[src/rtl/dac_seq_pkg.sv]
package dac_seq_pkg;

    // Header byte ahead of the code: write bit, pad, register select, channel address
    localparam int HDR_W = 8;

    typedef enum logic [2:0] {
        S_IDLE,
        S_SHIFT,
        S_GAP,
        S_LWAIT,
        S_LPULSE
    } seq_state_t;

endpackage

[src/rtl/dac_frame_shifter.sv]
// Shifts one word out MSB first. sclk idles high; the far side samples on the
// falling edge and sdin moves together with the rising edge.
module dac_frame_shifter #(
    parameter int FW   = 24,
    parameter int HALF = 2
) (
    input  logic          clk,
    input  logic          rst_n,
    input  logic          start,
    input  logic [FW-1:0] word,
    output logic          sclk,
    output logic          sdin,
    output logic          done
);
    localparam int PW = (HALF > 1) ? $clog2(HALF) : 1;
    localparam int BW = $clog2(FW);

    logic          active;
    logic          lo;
    logic [PW-1:0] ph;
    logic [BW-1:0] bitn;
    logic [FW-1:0] sh;
    logic          half_end;

    assign half_end = active && (ph == PW'(HALF - 1));
    assign done     = half_end && lo && (bitn == BW'(FW - 1));

    always_ff @(posedge clk or negedge rst_n) begin
        if (!rst_n) begin
            active <= 1'b0;
            lo     <= 1'b0;
            ph     <= '0;
            bitn   <= '0;
            sh     <= '0;
        end else if (start) begin
            active <= 1'b1;
            lo     <= 1'b0;
            ph     <= '0;
            bitn   <= '0;
            sh     <= word;
        end else if (active) begin
            if (half_end) begin
                ph <= '0;
                if (!lo) begin
                    lo <= 1'b1;
                end else begin
                    lo <= 1'b0;
                    if (bitn == BW'(FW - 1)) begin
                        active <= 1'b0;
                    end else begin
                        bitn <= bitn + 1'b1;
                        sh   <= {sh[FW-2:0], 1'b0};
                    end
                end
            end else begin
                ph <= ph + 1'b1;
            end
        end
    end

    assign sclk = !(active && lo);
    assign sdin = active && sh[FW-1];

endmodule

[src/rtl/dac_cycle_timer.sv]
// Loadable down-counter; expired is high once the loaded count has run out.
module dac_cycle_timer #(
    parameter int W = 8
) (
    input  logic         clk,
    input  logic         rst_n,
    input  logic         load,
    input  logic [W-1:0] len,
    output logic         expired
);
    logic [W-1:0] cnt;

    always_ff @(posedge clk or negedge rst_n) begin
        if (!rst_n)           cnt <= '0;
        else if (load)        cnt <= len;
        else if (cnt != '0)   cnt <= cnt - 1'b1;
    end

    assign expired = (cnt == '0);

endmodule

[src/rtl/quad_dac_sequencer.sv]
module quad_dac_sequencer
    import dac_seq_pkg::*;
#(
    parameter int CODE_W    = 16,
    parameter int N_CH      = 4,
    parameter int SCLK_HALF = 2,
    parameter int GAP_CYC   = 17,
    parameter int LDAC_DLY  = 13,
    parameter int LDAC_W    = 2
) (
    input  logic                   clk,
    input  logic                   rst_n,
    input  logic                   smp_valid,
    output logic                   smp_ready,
    input  logic [N_CH*CODE_W-1:0] smp_codes,
    input  logic                   single_mode,
    input  logic [N_CH-1:0]        chan_en,
    output logic                   sclk,
    output logic                   sdin,
    output logic                   cs_n,
    output logic                   ldac_n
);
    localparam int CH_W = (N_CH > 1) ? $clog2(N_CH) : 1;
    localparam int FW   = HDR_W + CODE_W;
    localparam int T1   = (GAP_CYC > LDAC_DLY) ? GAP_CYC : LDAC_DLY;
    localparam int TMAX = (T1 > LDAC_W) ? T1 : LDAC_W;
    localparam int TW   = $clog2(TMAX + 1);

    seq_state_t              state, state_n;
    logic [N_CH*CODE_W-1:0]  cur;
    logic                    cur_single;
    logic [N_CH-1:0]         cur_mask;
    logic                    have;
    logic                    run_grp;
    logic [CH_W-1:0]         run_ch;
    logic [CH_W-1:0]         load_ch;
    logic                    ldac_q;
    logic                    last_frame;
    logic                    accept;
    logic                    start_run;
    logic                    next_frame;
    logic                    frame_done;
    logic                    tload;
    logic [TW-1:0]           tlen;
    logic                    t_exp;
    logic [FW-1:0]           word;

    function automatic logic [CH_W-1:0] lowest_en(input logic [N_CH-1:0] m);
        lowest_en = '0;
        for (int i = N_CH - 1; i >= 0; i--) begin
            if (m[i]) lowest_en = CH_W'(i);
        end
    endfunction

    assign last_frame = !run_grp || (run_ch == CH_W'(N_CH - 1));
    assign smp_ready  = !have && ((state == S_IDLE) || ((state == S_SHIFT) && last_frame));
    assign accept     = smp_valid && smp_ready;

    always_comb begin
        if (start_run) load_ch = cur_single ? lowest_en(cur_mask) : '0;
        else           load_ch = run_ch + 1'b1;
    end

    assign word = {5'b00000, 3'(load_ch), cur[int'(load_ch)*CODE_W +: CODE_W]};

    // next-state and timer control
    always_comb begin
        state_n    = state;
        start_run  = 1'b0;
        next_frame = 1'b0;
        tload      = 1'b0;
        tlen       = '0;
        unique case (state)
            S_IDLE: begin
                if (have) begin
                    state_n   = S_SHIFT;
                    start_run = 1'b1;
                end
            end
            S_SHIFT: begin
                if (frame_done) begin
                    tload = 1'b1;
                    if (run_grp && last_frame) begin
                        state_n = S_LWAIT;
                        tlen    = TW'(LDAC_DLY - 1);
                    end else begin
                        state_n = S_GAP;
                        tlen    = TW'(GAP_CYC - 1);
                    end
                end
            end
            S_GAP: begin
                if (t_exp) begin
                    if (run_grp && !last_frame) begin
                        state_n    = S_SHIFT;
                        next_frame = 1'b1;
                    end else if (have) begin
                        state_n   = S_SHIFT;
                        start_run = 1'b1;
                    end else begin
                        state_n = S_IDLE;
                    end
                end
            end
            S_LWAIT: begin
                if (t_exp) begin
                    state_n = S_LPULSE;
                    tload   = 1'b1;
                    tlen    = TW'(LDAC_W - 1);
                end
            end
            S_LPULSE: begin
                if (t_exp) begin
                    state_n = S_GAP;
                    tload   = 1'b1;
                    tlen    = TW'(GAP_CYC - 1);
                end
            end
            default: state_n = S_IDLE;
        endcase
    end

    // state register
    always_ff @(posedge clk or negedge rst_n) begin
        if (!rst_n) state <= S_IDLE;
        else        state <= state_n;
    end

    // held sample set and run context
    always_ff @(posedge clk or negedge rst_n) begin
        if (!rst_n) begin
            cur        <= '0;
            cur_single <= 1'b0;
            cur_mask   <= '0;
            have       <= 1'b0;
            run_grp    <= 1'b0;
            run_ch     <= '0;
            ldac_q     <= 1'b1;
        end else begin
            if (accept) begin
                cur        <= smp_codes;
                cur_single <= single_mode;
                cur_mask   <= chan_en;
                have       <= 1'b1;
            end else if (start_run) begin
                have <= 1'b0;
            end
            if (start_run) begin
                run_grp <= !cur_single;
                run_ch  <= load_ch;
                ldac_q  <= !cur_single;
            end else if (next_frame) begin
                run_ch <= load_ch;
            end
        end
    end

    dac_frame_shifter #(.FW(FW), .HALF(SCLK_HALF)) u_shift (
        .clk   (clk),
        .rst_n (rst_n),
        .start (start_run || next_frame),
        .word  (word),
        .sclk  (sclk),
        .sdin  (sdin),
        .done  (frame_done)
    );

    dac_cycle_timer #(.W(TW)) u_timer (
        .clk     (clk),
        .rst_n   (rst_n),
        .load    (tload),
        .len     (tlen),
        .expired (t_exp)
    );

    // outputs
    always_comb begin
        cs_n   = (state != S_SHIFT);
        ldac_n = ldac_q && (state != S_LPULSE);
    end

endmodule

[config.mk]
export PLATFORM = sky130hd
export DESIGN_NAME = quad_dac_sequencer
export DESIGN_NICKNAME = d
export VERILOG_FILES = /design/src/rtl/dac_seq_pkg.sv /design/src/rtl/dac_frame_shifter.sv /design/src/rtl/dac_cycle_timer.sv /design/src/rtl/quad_dac_sequencer.sv
export SDC_FILE = /design/constraint.sdc
export NUM_CORES = 1
export LEC_CHECK = 0
export CAP_MARGIN = 40
export CORE_ASPECT_RATIO = 1.75
export CORE_MARGIN = 1.5
export CORE_UTILIZATION = 30
export CTS_CLUSTER_SIZE = 30
export DETAILED_ROUTE_END_ITERATION = 6
export PLACE_DENSITY_LB_ADDON = 0.25
export REMOVE_ABC_BUFFERS = 1
export SLEW_MARGIN = 0
export SYNTH_ARGS = -nofsm -noshare
export SYNTH_HDL_FRONTEND = slang
export SYNTH_HIERARCHICAL = 1
export SYNTH_SLANG_ARGS = --single-unit
[constraint.sdc]
create_clock -name clk -period 5.1 [get_ports clk]
set_clock_uncertainty 0.2 [all_clocks]
set_input_delay 1.53 -clock clk [delete_from_list [all_inputs] [get_ports clk]]
set_output_delay 1.53 -clock clk [all_outputs]
set_load 0.005 [all_outputs]
==> out/metrics.cfg, run 1 <==
[synthesis]
yosys_warnings=6
synth-seq-cells=114
yosysSeqAreaShare=0.4820
ys.flop_type=dfrtp_1
async_flop_share=1.000
synth_enable_flop_cells=0
netlist_area_mm2=0.005921
syn_inst=537
syn_avg_cell_area_um2=11.03
ys_types=57

[die]
num_rows=67
core_mm2=0.01928
die_height_um=188.8
start_util=0.3071
ioPinCount=77
die_w_um=109.2
die_area_mm2=0.02062

[layout]
area_delta_synth_final_pct=26.48
nets=678
drive_above_1_share=0.2094
multi_input_area_mm2=0.002788
layout_commonest_cell=dfrtp_1
fillCellCount=1905
ff_latch_area_mm2=0.002854
diodes=0
final_cell_mix=dfrtp_1, clkdlybuf4s50_1, mux2_2
finalNonFillerCells=857

[clock_tree]
post-cts-setup-buffer-count=0
clock-sinks=114
clk_latency_ns=0.42
postCtsHoldBufs=0
cts_resized=0
cts_inserted_buffers=17
cts.path.max_buffers=2
cts_tree=built
ctsHtreeMaxLevel=4
clkTransAtPathRegs_ns=0.05
cts-root-buf=clkbuf_16

[setup_path]
critPathLaunchType=flop
cp.required_ns=3.37
reg2reg_from=u_timer/cnt[0]$_DFFE_PN0P_
arrival_ns=2.25
worstPathMaxFanout=4
crit_type=flop to output port
startpoint=run_ch[0]$_DFFE_PN0P_
end_kind=output port

[global_routing]
gr-usage-met1=0.1620
top_usage_layer=met2
grt_pass1_wl_um=23410
grt_pass1_vias=4698
grt_remaining_overflow=0
antenna_found_initial=0
track_usage=0.1482
grt_max_degree=67
use_met2=0.2685
use_met3=0.02421

[sta]
worst_slack_ns=1.120
tns_ns=0
rsz0062_at_grt=false
setup_viol=0
slew_headroom=0.4576
hold_viol=0
report.final.slew_viol_count=0
finalCritPeriodShare=0.7804
fmax_ghz=0.2512
layout_min_cycle_time_ns=3.980
worst_pin_slew_ns=0.8110

[routing]
viasPerCell=5.146
ant_nets=0
drt_iter0_drc=164
wirelength_um=14500
route.detailed.drc=0
first_pass_iters=5
wire_per_inst_um=16.92
vias=4410

[placed_design]
pre_cts_slack_ns=1.351
dpl.cell_count=825
hpwl_um=9759
io_buffers=76
place_congestion=0.7326

[run_status]
status=complete, no violations

[worst_hold_path]
min_from=cur[2]$_DFFE_PN0P_
hold_class=flop to flop

[power]
power_density_mw_per_mm2=295.5
cellLeakagePower_nw=3.313
ir_drop_v=0.0001787

[job]
drv.max_cap_violation_count=0

-- kinds of logic (layout without fill, tap and decap cells) --
kind of cell / Yosys count / after routing / share of synthesized area
AOI/OAI and AO/OA: 186 / 186 / 0.2006
DFF: 114 / 114 / 0.4820
and+or+nand+nor: 102 / 102 / 0.1110
muxes: 74 / 74 / 0.1405
buffers and inverters: 52 / 125 / 0.05156
xor gates and xnor gates: 5 / 5 / 0.007396
adders and majority gates: 3 / 3 / 0.006340
other: 1 / 7 / 0.0006334
-- metal layers --
metal	up-vias	part of all wire
met3	22	0.026
li1	2100	-
met2	90	0.56
met1	2198	0.39
met4	0	0.023
met5	-	0
-- Yosys cell counts (5+ instances only) --
| cell | n | area, um^2 |
|---|---|---|
| a31oi_1 | 23 | 143.9 |
| a21boi_0 | 16 | 120.1 |
| dfrtp_1 | 113 | 2828 |
| nor2_1 | 9 | 33.78 |
| inv_1 | 6 | 22.52 |
| a32oi_1 | 16 | 140.1 |
| a211oi_1 | 16 | 120.1 |
| nand3b_1 | 16 | 120.1 |
| buf_2 | 10 | 50.05 |
| nand3_1 | 5 | 25.02 |
| nand2_1 | 19 | 71.32 |
| mux2_2 | 71 | 799.5 |
| a21oi_1 | 30 | 150.1 |
| o21ai_0 | 66 | 330.3 |
| clkbuf_1 | 17 | 63.81 |
| nor2b_1 | 28 | 175.2 |
| buf_6 | 11 | 123.9 |
-- registers in the layout, indices dropped and copies added, names as in the netlist, 2 cells and up --
signal        flops
state             3
cur              64
u_timer/cnt       5
cur_mask          4
u_shift/bitn      5
u_shift/sh       24
run_ch            2
-- where the power goes --
part           leakage, nW  total, mW  internal [mW]  switching (mW)
logic                 1.45     0.0799         0.0513          0.0285
clock network        0.301       1.23          0.810           0.417
registers             1.56      0.905          0.905               0
-- final timing paths --
kind	end	slack, ns	depth (start not counted)
max reg2reg	u_shift/sh[11]$_DFFE_PN0P_	1.29	10
max	smp_ready	1.12	4
min reg2reg	cur[2]$_DFFE_PN0P_	0.29	1
max in group asynchronous	cur[43]$_DFFE_PN0P_	3.06	3
min	cur[2]$_DFFE_PN0P_	0.29	1
min in group asynchronous	cur[45]$_DFFE_PN0P_	0.79	1
-- final cells by class --
| type | count | area share |
|---|---|---|
| Sequential cell | 114 | 0.3811 |
| Multi-Input combinational cell | 377 | 0.3723 |
| Timing Repair Buffer | 86 | 0.1226 |
| Clock buffer | 20 | 0.05831 |
| Tap cell | 241 | 0.04027 |
| Clock inverter | 12 | 0.02189 |
| Inverter | 7 | 0.003509 |
-- stage by stage --
step           hold slack, ns  total power, mW  instance area [um^2]  utilization
2_1_floorplan          0.2294           0.9225                  5664            -
3_3_place_gp           0.2562           0.9999                  6770       0.3511
3_5_place_dp           0.2815            1.004                  6888       0.3572
4_1_cts                0.2928            2.241                  7488       0.3884
5_1_grt                0.3041            2.286                  7488       0.3884
6_report               0.2876            2.213                  7488       0.3884
-- critical path: stages (launching register included) --
cell and delay [ns]:
dfrtp_1 0.40, ha_1 0.32, nor2b_4 0.10, a2111oi_4 0.45, clkdlybuf4s50_1 0.58
Note: power is estimated with default switching activity, not from simulation.
==> run 2, diff against run 1 <==
==> constraint.sdc (replaced) <==
create_clock -name clk -period 3.81 [get_ports clk]
set_clock_uncertainty 0.2 [all_clocks]
set_input_delay 1.143 -clock clk [delete_from_list [all_inputs] [get_ports clk]]
set_output_delay 1.143 -clock clk [all_outputs]
set_load 0.005 [all_outputs]
==> run 2 against run 1 <==
- first-iteration DRC count rose by 13%
- non-clock buffer count rose by 4
- cell count rose by 0.47%
- highest routed layer unchanged
- via count barely moved
- sequential power rose by 34%
- sequential cell count did not move
- design area rose by 0.72%
- setup slack got worse by 0.89 ns
==> out/metrics.cfg, run 2 (synthesized netlist as in run 1, its figures left out) <==
[die]
core_mm2=0.01928
die_area_mm2=0.02062
die_height_um=188.8
die_w_um=109.2
num_rows=67
ioPinCount=77
start_util=0.3071

[routing]
viasPerCell=5.117
drt_iter0_drc=186
first_pass_iters=4
wire_per_inst_um=16.83
wirelength_um=14490
route.detailed.drc=0
vias=4406
ant_nets=0

[job]
drv.max_cap_violation_count=0

[placed_design]
hpwl_um=9758
place_congestion=0.7638
io_buffers=76

[power]
ir_drop_v=0.0001840
power_density_mw_per_mm2=408.1
power_mw=3.078
cellLeakagePower_nw=3.322

[layout]
top_register=cur
final_cell_mix=dfrtp_1, clkdlybuf4s50_1, mux2_2
top_regs=cur: 64 flops, u_shift/sh: 24 flops
area_delta_synth_final_pct=27.39
nets=682
largest_register_ffs=64
drive_above_1_share=0.2194
fillCellCount=1913
diodes=0
layout_commonest_cell=dfrtp_1

[clock_tree]
cts.path.max_buffers=2
ctsHtreeMaxLevel=4
clock-sinks=114
cts_resized=0
postCtsHoldBufs=0
cts_inserted_buffers=17
post-cts-setup-buffer-count=0
cts_tree=built
clk_latency_ns=0.42
cts-root-buf=clkbuf_16
clkTransAtPathRegs_ns=0.05

[setup_path]
critPathLaunchType=flop
cp.required_ns=2.47
worstPathMaxFanout=4
critPathBufInv=1
end_kind=output port
critPathSlowestCell=clkdlybuf4s50_1
arrival_ns=2.23
path_cells=ha_1, nor2b_4, a2111oi_4, clkdlybuf4s50_1
critical-path-max-stage-delay_ns=0.57
cpLargestDelayFamily=buffers and inverters
crit_type=flop to output port

[sta]
worst_pin_slew_ns=0.7599
tns_ns=0
fmax_ghz=0.2797
report.final.slew_viol_count=0
finalCritPeriodShare=0.9385
setup_viol=0
hold_viol=0
rsz0062_at_grt=false
layout_min_cycle_time_ns=3.576
slew_headroom=0.4934

[global_routing]
grt_remaining_overflow=0
antenna_found_initial=0
track_usage=0.1513
grt_max_degree=85
grt_pass1_vias=4728
grt_pass1_wl_um=24000

[run_status]
status=complete, no violations

[worst_hold_path]
hold_class=flop to flop

-- run 2: worst paths after layout --
| check | start | slack, ns | cells after the start | end |
|---|---|---|---|---|
| worst max register to register | u_timer/cnt[0]$_DFFE_PN0P_ | 0.65 | 11 | u_shift/sh[10]$_DFFE_PN0P_ |
| worst max-delay path | run_ch[0]$_DFFE_PN0P_ | 0.23 | 4 | smp_ready |
| min in group asynchronous | rst_n | 0.48 | 1 | cur[15]$_DFFE_PN0P_ |
| worst min register to register | cur_single$_DFFE_PN0P_ | 0.27 | 1 | ldac_q$_DFFE_PN1N_ |
| max in group asynchronous | rst_n | 2.13 | 2 | cur[42]$_DFFE_PN0P_ |
| worst min-delay path | cur_single$_DFFE_PN0P_ | 0.27 | 1 | ldac_q$_DFFE_PN1N_ |
-- run 2: worst reg2reg max path, stage by stage (launching register included) --
cell and delay [ns]:
dfrtp_1 0.35, inv_1 0.07, ha_1 0.24, nor4b_4 0.14
buf_4 0.17, inv_2 0.11, o21ai_4 0.08, a31oi_4 0.54
or2_1 0.69, a32oi_1 0.25, nor2b_1 0.16, a21oi_1 0.05
-- run 2: area by class of cell --
cell class | instances | area, um^2 | area share
Sequential cell | 114 | 2854 | 0.3784
Clock buffer | 19 | 452.9 | 0.06005
Inverter | 7 | 26.28 | 0.003484
Timing Repair Buffer | 90 | 913.4 | 0.1211
Tap cell | 241 | 301.5 | 0.03998
Clock inverter | 13 | 206.4 | 0.02737
Multi-Input combinational cell | 377 | 2788 | 0.3696
-- run 2: routing by layer --
| metal | track usage | vias to the layer above | share of wire | routed length (um) |
|---|---|---|---|---|
| li1 | - | 2111 | - | - |
| met1 | 0.1677 | 2195 | 0.39 | 5700 |
| met2 | 0.2661 | 73 | 0.55 | 7971 |
| met3 | 0.02906 | 27 | 0.025 | 366 |
| met4 | 0.08142 | 0 | 0.031 | 451 |
| met5 | 0 | - | 0 | 0 |
-- run 2: power breakdown --
group	switching, mW	internal, mW	leakage (nW)	total [mW]
Combinational	0.0371	0.0657	1.45	0.103
Clock	0.571	1.19	0.308	1.76
Sequential	0	1.21	1.56	1.21
Total	0.608	2.47	3.32	3.08
-- run 2: through the flow --
| stage | area (um^2) | util | setup slack [ns] | std cells | hold WS (ns) |
|---|---|---|---|---|---|
| finish | 7542 | 0.3912 | 0.2342 | 861 | 0.2747 |
| global route | 7542 | 0.3912 | 0.1031 | 861 | 0.3125 |
| CTS | 7542 | 0.3912 | 0.1937 | 861 | 0.2831 |
| detailed placement | 6883 | 0.3570 | 0.6445 | 829 | 0.2725 |
| global placement | 6848 | 0.3552 | 0.6638 | 826 | 0.2586 |
| floorplan | 5664 | - | 0.4799 | 498 | 0.2294 |
